===== src/rtl/sar_ctrl_pkg.sv =====
package sar_ctrl_pkg;

    typedef enum logic [1:0] {
        S_IDLE    = 2'd0,
        S_SAMPLE  = 2'd1,
        S_CONVERT = 2'd2,
        S_DONE    = 2'd3
    } sar_state_e;

endpackage


===== src/rtl/sar_bit_cell.sv =====
// Next-value rule for one bit of the trial/result word.
module sar_bit_cell (
    input  logic bit_i,    // current value of this bit
    input  logic above_i,  // value of the next more significant bit
    input  logic below_i,  // OR of every less significant bit
    input  logic cmp_i,    // comparator decision
    output logic next_o
);

    // Below set: already decided, hold.
    // Below clear and self set: bit under test, take the decision.
    // Below clear and self clear: inherit the marker from above.
    always_comb begin
        next_o = (~below_i & ~bit_i & above_i)
               | ( bit_i  & cmp_i)
               | ( below_i & bit_i);
    end

endmodule


===== src/rtl/sar_word_reg.sv =====
module sar_word_reg #(
    parameter int WIDTH = 8
) (
    input  logic             clk_i,
    input  logic             rst_ni,
    input  logic             load_i,
    input  logic             step_i,
    input  logic             cmp_i,
    output logic [WIDTH-1:0] word_o,
    output logic [WIDTH-1:0] word_next_o
);

    localparam logic [WIDTH-1:0] MSB_ONLY = {1'b1, {(WIDTH-1){1'b0}}};

    logic [WIDTH-1:0] word_q;
    logic [WIDTH-1:0] or_below;

    assign or_below[0] = 1'b0;

    for (genvar j = 0; j < WIDTH; j++) begin : g_cell
        logic above;
        if (j == WIDTH - 1) begin : g_top
            assign above = 1'b0;
        end else begin : g_mid
            assign above = word_q[j+1];
        end
        if (j > 0) begin : g_or
            assign or_below[j] = or_below[j-1] | word_q[j-1];
        end
        sar_bit_cell u_cell (
            .bit_i   (word_q[j]),
            .above_i (above),
            .below_i (or_below[j]),
            .cmp_i   (cmp_i),
            .next_o  (word_next_o[j])
        );
    end

    always_ff @(posedge clk_i or negedge rst_ni) begin
        if (!rst_ni) begin
            word_q <= MSB_ONLY;
        end else if (load_i) begin
            word_q <= MSB_ONLY;
        end else if (step_i) begin
            word_q <= word_next_o;
        end
    end

    assign word_o = word_q;

    AST_WORD_HOLD: assert property (@(posedge clk_i) disable iff (!rst_ni)
        (!load_i && !step_i) |=> $stable(word_q));
    AST_LOAD_MSB: assert property (@(posedge clk_i) disable iff (!rst_ni)
        load_i |=> (word_q == MSB_ONLY));
    AST_MARKER_PRESENT: assert property (@(posedge clk_i) disable iff (!rst_ni)
        step_i |-> (word_q != '0));

endmodule


===== src/rtl/sar_seq_fsm.sv =====
module sar_seq_fsm
    import sar_ctrl_pkg::*;
#(
    parameter int WIDTH = 8
) (
    input  logic clk_i,
    input  logic rst_ni,
    input  logic start_i,
    output logic load_o,
    output logic step_o,
    output logic last_o,
    output logic busy_o,
    output logic done_o
);

    localparam int CNT_W = $clog2(WIDTH + 1);
    localparam logic [CNT_W-1:0] LAST_STEP = CNT_W'(WIDTH - 1);

    sar_state_e       state_q, state_d;
    logic [CNT_W-1:0] cnt_q;

    // State register and decision counter.
    always_ff @(posedge clk_i or negedge rst_ni) begin
        if (!rst_ni) begin
            state_q <= S_IDLE;
            cnt_q   <= '0;
        end else begin
            state_q <= state_d;
            if (state_q == S_CONVERT) begin
                cnt_q <= cnt_q + 1'b1;
            end else begin
                cnt_q <= '0;
            end
        end
    end

    always_comb begin
        state_d = state_q;
        unique case (state_q)
            S_IDLE:    if (start_i) state_d = S_SAMPLE;
            S_SAMPLE:  state_d = S_CONVERT;
            S_CONVERT: if (cnt_q == LAST_STEP) state_d = S_DONE;
            S_DONE:    state_d = start_i ? S_SAMPLE : S_IDLE;
            default:   state_d = S_IDLE;
        endcase
    end

    // Outputs.
    always_comb begin
        load_o = 1'b0;
        step_o = 1'b0;
        last_o = 1'b0;
        busy_o = 1'b0;
        done_o = 1'b0;
        unique case (state_q)
            S_IDLE:    load_o = start_i;
            S_SAMPLE:  ;
            S_CONVERT: begin
                step_o = 1'b1;
                busy_o = 1'b1;
                last_o = (cnt_q == LAST_STEP);
            end
            S_DONE: begin
                done_o = 1'b1;
                load_o = start_i;
            end
            default: ;
        endcase
    end

    AST_BUSY_FOLLOWS_SAMPLE: assert property (@(posedge clk_i) disable iff (!rst_ni)
        (state_q == S_SAMPLE) |=> busy_o);
    AST_START_IGNORED: assert property (@(posedge clk_i) disable iff (!rst_ni)
        (busy_o && !last_o) |=> busy_o);
    AST_DONE_AFTER_LAST: assert property (@(posedge clk_i) disable iff (!rst_ni)
        last_o |=> (done_o && !busy_o));
    AST_DONE_SINGLE: assert property (@(posedge clk_i) disable iff (!rst_ni)
        done_o |=> !done_o);
    AST_BACK_TO_BACK: assert property (@(posedge clk_i) disable iff (!rst_ni)
        (done_o && start_i) |=> (state_q == S_SAMPLE));

endmodule


===== src/rtl/sar_word_ctrl.sv =====
module sar_word_ctrl #(
    parameter int WIDTH = 8
) (
    input  logic             clk_i,
    input  logic             rst_ni,
    input  logic             start_i,
    input  logic             cmp_i,
    output logic [WIDTH-1:0] dac_o,
    output logic             busy_o,
    output logic             done_o,
    output logic [WIDTH-1:0] result_o
);

    logic             load;
    logic             step;
    logic             last;
    logic [WIDTH-1:0] word_next;
    logic [WIDTH-1:0] result_q;

    sar_seq_fsm #(.WIDTH(WIDTH)) u_fsm (
        .clk_i   (clk_i),
        .rst_ni  (rst_ni),
        .start_i (start_i),
        .load_o  (load),
        .step_o  (step),
        .last_o  (last),
        .busy_o  (busy_o),
        .done_o  (done_o)
    );

    sar_word_reg #(.WIDTH(WIDTH)) u_word (
        .clk_i       (clk_i),
        .rst_ni      (rst_ni),
        .load_i      (load),
        .step_i      (step),
        .cmp_i       (cmp_i),
        .word_o      (dac_o),
        .word_next_o (word_next)
    );

    // Capture the settled word at the final decision edge.
    always_ff @(posedge clk_i or negedge rst_ni) begin
        if (!rst_ni) begin
            result_q <= '0;
        end else if (last) begin
            result_q <= word_next;
        end
    end

    assign result_o = result_q;

    AST_RESULT_ON_DONE: assert property (@(posedge clk_i) disable iff (!rst_ni)
        !$stable(result_o) |-> done_o);
    AST_RESULT_MATCHES_WORD: assert property (@(posedge clk_i) disable iff (!rst_ni)
        done_o |-> (result_o == dac_o));

endmodule


===== config.mk =====
export PLATFORM = sky130hd
export DESIGN_NAME = sar_word_ctrl
export DESIGN_NICKNAME = d
export VERILOG_FILES = /design/src/rtl/sar_ctrl_pkg.sv /design/src/rtl/sar_bit_cell.sv /design/src/rtl/sar_word_reg.sv /design/src/rtl/sar_seq_fsm.sv /design/src/rtl/sar_word_ctrl.sv
export SDC_FILE = /design/constraint.sdc
export NUM_CORES = 1
export LEC_CHECK = 0
export BUFFER_PORTS_ARGS = -buffer_cell sky130_fd_sc_hd__buf_2
export CAP_MARGIN = 10
export CELL_PAD_IN_SITES_DETAIL_PLACEMENT = 0
export CELL_PAD_IN_SITES_GLOBAL_PLACEMENT = 1
export CORE_ASPECT_RATIO = 1.4
export CORE_MARGIN = 2
export CORE_UTILIZATION = 35
export DETAILED_ROUTE_END_ITERATION = 12
export PLACE_DENSITY = 0.79
export SYNTH_ARGS = -nofsm -noshare
export SYNTH_HDL_FRONTEND = slang
export SYNTH_SLANG_ARGS = --single-unit

===== constraint.sdc =====
create_clock -name clk_i -period 1.6 [get_ports clk_i]
set_clock_uncertainty 0.05 [all_clocks]
set_input_delay 0.16 -clock clk_i [delete_from_list [all_inputs] [get_ports clk_i]]
set_output_delay 0.16 -clock clk_i [all_outputs]
set_load 0.02 [all_outputs]

==> flow_summary.json, run 1 <==
{
  "crit_path_start": "u_word.word_o[2]",
  "vias": 996,
  "numPortBuffers": 21,
  "critPathLaunchType": "flop",
  "hpwl_dp_mm": 1.977,
  "grt_pass1_vias": 952,
  "crit_slowest_cell": "or4_4",
  "final_hold_viol_count": 0,
  "globalplace.congestion": 0.8266,
  "cts_tree": "built",
  "remaining_drc_errors": 0,
  "grtUsageTotal_pct": 14.42,
  "report.final.setup_viol": 0,
  "outcome": "complete, no violations",
  "antenna_left": 0,
  "hold_class": "input pin to flop",
  "setup-tns-final_ns": 0,
  "max_stage_delay_ns": 0.57,
  "post-route-cell-area_um2": 1486,
  "hold_path_startpoint": "start_i",
  "tritoncts.num_buffers": 3,
  "number_of_antenna_violations_at_the_first_check_in_global_routing": 0,
  "num_io_pins": 22,
  "drv_slew": 0,
  "mostFrequentLayoutCells": "buf_2 (21), dfrtp_1 (20), buf_4 (13)",
  "worst_setup_path_end_kind": "flop",
  "ctsRootBufferMaster": "clkbuf_8",
  "route.detailed.vias_per_inst": 5.326,
  "timing.final.crit_share_pct": 95.82,
  "final_layout_size_suffix_gt1_share_pct": 34.01,
  "synth_async_sr_flop_share_pct": 100.0,
  "timing.critical_path.required_ns": 1.70,
  "fp.coreArea_um2": 3410,
  "mappedNetlistNets": 134,
  "synthesis.area_um2": 1254,
  "clk_path_buf_depth": 2,
  "grt_max_degree": 23,
  "start_util_pct": 36.77,
  "worst-slew-pin-transition_ns": 0.5104,
  "cts.sinks": 22,
  "timing.max_cap.violations": 0,
  "synthesis.instances": 125,
  "fp-row-count": 25,
  "flow.area_growth_from_synthesis_pct": 18.56,
  "worstSkewPairLatency_ns": 0.27,
  "grt_setup_unrepaired": "false",
  "relSlewSlack_pct": 65.97,
  "synth_edf_count": 0,
  "floorplan.die.width_um": 54.58,
  "synth_cell_types": 43,
  "clk_pin_slew_worst_paths_ns": 0.09,
  "yosysSeqAreaShare_pct": 44.01,
  "final_worst_path_period_need_ns": 1.533,
  "total_grt_overflow": 0,
  "wire_length_of_the_first_global_routing_pass_mm": 4.340,
  "worstPathCellList": "or4_4, o311ai_2, nand3_1",
  "power-per-cell-area_nw_per_um2": 1809,
  "antenna_cells_inserted": 0,
  "cellLeakagePower_nw": 0.6831,
  "setup.worst_path.class": "flop to flop",
  "yosys_warnings": 0,
  "timing.critical_path.fanout_max": 5,
  "timing.critical_path.max_delay_family": "simple AND/OR/NAND/NOR gates",
  "crit_buf_inv": 0,
  "ir_drop_v": 0.0007820,
  "timing.rr.start": "u_word.word_o[2]",
  "max_clock_freq_ghz": 0.6523,
  "final.hold.worst_slack_ns": 0.2071,
  "floorplan.die_area_um2": 4083,
  "ys_seq_elements": 22,
  "final_core_utilization_pct": 43.60,
  "routed_wirelength_mm": 2.652,
  "syn_area_per_cell_um2": 10.03,
  "layout_commonest_cell": "buf_2",
  "crit_arrival_ns": 1.63,
  "die_height_um": 74.82,
  "detailedRoute.firstPassIterationCount": 4,
  "htreeDepth": 1,
  "drt_first_iter_violations": 19,
  "standard_cell_area_after_detailed_placement_um2": 1416,
  "synth-main-ff-cell": "dfrtp_1",
  "finish.net_count": 157,
  "wl_per_cell_um": 14.18
}
stage by stage:
stage	setup WS, ns	cells	power [mW]
after floorplan	0.02619	125	1.882
after global placement	0.1218	182	2.217
after detailed placement	0.002815	182	2.272
after CTS	0.001317	187	2.693
after global routing	0.01272	187	2.886
final	0.06686	187	2.689
tightest hold or removal path, cell delays in order:
cell and delay [ns]:
buf_2 0.11, a211oi_1 0.07, a2bb2oi_1 0.14
sequential cells by signal (all words and copies together), names as in the netlist:
signal / count
result_o: 8
u_fsm.cnt_q: 4
u_fsm.state_q: 2
u_word.word_o: 8
Yosys cell counts, types with 2 or more instances:
library cell,instances,area [µm²]
dfrtp_1,21,525.5
nand2_1,9,33.78
a21oi_1,8,40.04
buf_4,8,60.06
clkbuf_1,6,22.52
nor2b_1,6,37.54
ha_1,5,62.56
a311oi_1,4,35.03
a31oi_1,4,25.02
nand3_1,4,20.02
o21ai_0,4,20.02
o31ai_1,4,30.03
and2_1,3,18.77
nor2_1,3,11.26
a211oi_1,2,15.01
and3b_1,2,17.52
inv_1,2,7.510
nand2b_1,2,12.51
nand3b_1,2,15.01
nand4_1,2,12.51
nor3_1,2,10.01
cells by family after synthesis:
| family | synth area share (%) |
|---|---|
| adder cells (fa/ha/maj) | 4.990 |
| multiplexers | 0.8981 |
| XOR/XNOR | 1.397 |
| AND/OR/NAND/NOR | 20.66 |
| AO/OA/AOI/OAI | 19.26 |
| flip-flops | 44.01 |
| buffers and inverters | 8.782 |
per-layer routing:
layer | global-route usage, % | wire length, µm | part of all wire (%) | vias up
li1 | - | - | - | 496
met1 | 16.44 | 1154 | 44 | 478
met2 | 25.53 | 1372 | 52 | 18
met3 | 2.579 | 92 | 3.5 | 4
met4 | 6.111 | 31 | 1.2 | 0
met5 | 0 | 0 | 0 | -
what timing repair did:
action	4_1_cts	5_1_grt
hold buffers	1	0
setup endpoints to repair	1	4
hold endpoints to repair	21	0
cloned	0	0
buffers inserted	0	0
pin swaps	0	1
resized for setup	1	2
path summary, 6_finish.rpt:
kind / endpoint / slack (ns) / depth (start not counted)
max in group asynchronous: u_fsm.state_q[1] / 0.78 / 2
worst max-delay path: result_o[6] / 0.07 / 3
min in group asynchronous: result_o[5] / 0.33 / 2
worst min register to register: u_fsm.cnt_q[0] / 0.41 / 1
worst min-delay path: u_fsm.state_q[0] / 0.21 / 3
worst max register to register: result_o[6] / 0.07 / 3
final cells by class:
class / instances / area [µm²]
Clock buffer: 4 / 55.05
Sequential cell: 22 / 553.0
Timing Repair Buffer: 35 / 212.7
Multi-Input combinational cell: 84 / 608.1
Inverter: 2 / 7.507
Fill cell: 346 / 1923
Tap cell: 40 / 50.05
where the power goes:
part           total, mW  internal [mW]  switching, mW  leakage (nW)
Clock              0.408          0.220          0.189        0.0288
Sequential         0.808          0.680          0.128         0.253
Combinational       1.47          0.665          0.808         0.401
Power figures use the tool's default switching activity.
==> run 2, diff against run 1 <==
clock period = 1.3 ns   (was 1.6 ns; I/O delays follow)
==> run 2 against run 1 <==
  * Power up 84%
  * Critical path depth increased by 3
  * Count of clock-buffer cells in the layout down 1
  * The flow now finishes with violations (negative setup slack)
  * Clock power is 61% higher
  * Setup slack worse by 0.27 ns
  * Largest power group unchanged
  * Global-route usage increased by 3.7 points
  * First-iteration DRC count up 110%
  * Die area unchanged
  * Sequential power is 25% higher
  * Worst hold slack improved by 0.0073 ns
  * Maximum frequency increased by 1.9%
  * Non-clock buffer count increased by 26
==> flow_summary.json, run 2 (synthesis gave the netlist of run 1 again) <==
{
  "drt_first_iter_violations": 39,
  "critPathLaunchType": "flop",
  "worst_setup_path_end_kind": "flop",
  "max_clock_freq_ghz": 0.6649,
  "cts_tree": "built",
  "routed_wirelength_mm": 3.428,
  "cts.sinks": 22,
  "reg2regPathDepth": 6,
  "floorplan.die.width_um": 54.58,
  "fp-row-count": 25,
  "preCtsSetupSlack_ns": -0.1954,
  "final_layout_size_suffix_gt1_share_pct": 61.85,
  "cellLeakagePower_nw": 0.8843,
  "total_grt_overflow": 0,
  "hpwl_dp_mm": 2.145,
  "numPortBuffers": 21,
  "final-instance-count-excl-fill": 213,
  "final_hold_viol_count": 0,
  "clk_path_buf_depth": 2,
  "mostFrequentLayoutCells": "buf_4 (26), buf_2 (18), dfrtp_1 (17)",
  "start_util_pct": 36.77,
  "worstSkewPairLatency_ns": 0.27,
  "setup.worst_path.class": "flop to flop",
  "finish.net_count": 183,
  "hold_class": "input pin to flop",
  "floorplan.die_area_um2": 4083,
  "fp.coreArea_um2": 3410,
  "worst-slew-pin-transition_ns": 0.5182,
  "antenna_left": 0,
  "grt_setup_unrepaired": "true",
  "timing.critical_path.required_ns": 1.45,
  "drv_slew": 0,
  "crit_arrival_ns": 1.65,
  "flow.area_growth_from_synthesis_pct": 58.48,
  "remaining_drc_errors": 0,
  "grtUsageTotal_pct": 18.08,
  "die_height_um": 74.82,
  "number_of_cells_after_detailed_placement": 197,
  "setup_ws_final_ns": -0.2039,
  "number_of_antenna_violations_at_the_first_check_in_global_routing": 0,
  "final_worst_path_period_need_ns": 1.504,
  "vias": 1138,
  "outcome": "finished, violations left",
  "antenna_cells_inserted": 0,
  "timing.critical_path.fanout_max": 3,
  "htreeDepth": 1,
  "relSlewSlack_pct": 65.45,
  "ir_drop_v": 0.001449,
  "clk_pin_slew_worst_paths_ns": 0.09,
  "grt_max_degree": 23,
  "timing.max_cap.violations": 0,
  "ctsRootBufferMaster": "clkbuf_8",
  "grt_pass1_vias": 1186,
  "violations_in_the_final_reports": "negative setup slack",
  "power-per-cell-area_nw_per_um2": 2493,
  "wire_length_of_the_first_global_routing_pass_mm": 5.471,
  "worstHoldPathCells": 3,
  "detailedRoute.firstPassIterationCount": 4,
  "globalplace.congestion": 0.8876,
  "num_io_pins": 22,
  "timing.final.crit_share_pct": 115.7,
  "route.detailed.vias_per_inst": 5.343,
  "wl_per_cell_um": 16.09,
  "report.final.setup_viol": 17,
  "layout_commonest_cell": "buf_4",
  "post-layout-total-power_mw": 4.953,
  "tritoncts.num_buffers": 3
}
==> run 2: cell types whose count changed in the layout (fill, tap and decap cells not counted), moves of 4 or more <==
cell and delta:
ha_1 -4, buf_6 +16, nor2b_4 +4, nor2b_1 -4, o21ai_1 +4, o21ai_0 -4
buf_4 +13
==> run 2: critical path: stages, from the launching register on <==
cell,delay [ns]
dfrtp_2,0.42
buf_4,0.15
nor4_4,0.32
buf_4,0.17
buf_4,0.10
nand4_1,0.09
a21oi_1,0.14
==> run 2: repair_timing <==
| action | in CTS | in global routing |
|---|---|---|
| hold endpoints to repair | 21 | 0 |
| setup buffers | 10 | 3 |
| endpoints found under the setup margin | 20 | 25 |
| resized for setup | 37 | 28 |
| gates cloned | 0 | 0 |
| pin swaps | 13 | 11 |
| hold buffers | 1 | 0 |
==> run 2: per-stage QoR <==
| step | setup TNS, ns | hold slack (ns) | utilization [%] | area, µm² |
|---|---|---|---|---|
| after CTS | -1.495 | 0.1934 | 54.68 | 1864 |
| after detailed placement | -1.786 | 0.07897 | 45.69 | 1558 |
| final | -1.756 | 0.2143 | 58.28 | 1987 |
| after global routing | -2.978 | 0.2241 | 58.28 | 1987 |
| after floorplan | -2.218 | -0.2156 | - | 1324 |
| after global placement | -1.195 | 0.07031 | 45.69 | 1558 |
==> run 2: final timing paths <==
| kind | start | to | slack, ns |
|---|---|---|---|
| setup / recovery | u_word.word_o[4] | u_word.word_o[6] | -0.20 |
| hold / removal | start_i | u_fsm.state_q[0] | 0.21 |
| setup reg to reg | u_word.word_o[4] | u_word.word_o[6] | -0.20 |
| hold reg to reg | result_o[2] | result_o[2] | 0.44 |
| max in group asynchronous | rst_ni | u_word.word_o[4] | 0.51 |
| min in group asynchronous | rst_ni | u_word.word_o[6] | 0.31 |
==> run 2: layout make-up <==
type,instances,area [µm²]
repair buffers,61,475.5
inverters,2,7.507
fillers,300,1423
clock buffers,3,41.29
multi-input cells,84,825.8
flip-flops and latches,22,556.8
clock inverters,1,30.03
well taps,40,50.05
==> run 2: where the power goes <==
group          internal [mW]  total [mW]  leakage [nW]  switching, mW
combinational           1.74        3.28         0.600           1.54
clock                  0.412       0.655        0.0357          0.244
sequential             0.845        1.01         0.249          0.168
==> run 2: routing by layer <==
layer	track usage [%]	wire, µm	vias up
met2	32.94	1875	24
li1	-	-	544
met1	21.46	1440	568
met4	5.833	16	0
met5	0	0	-
met3	1.786	96	2
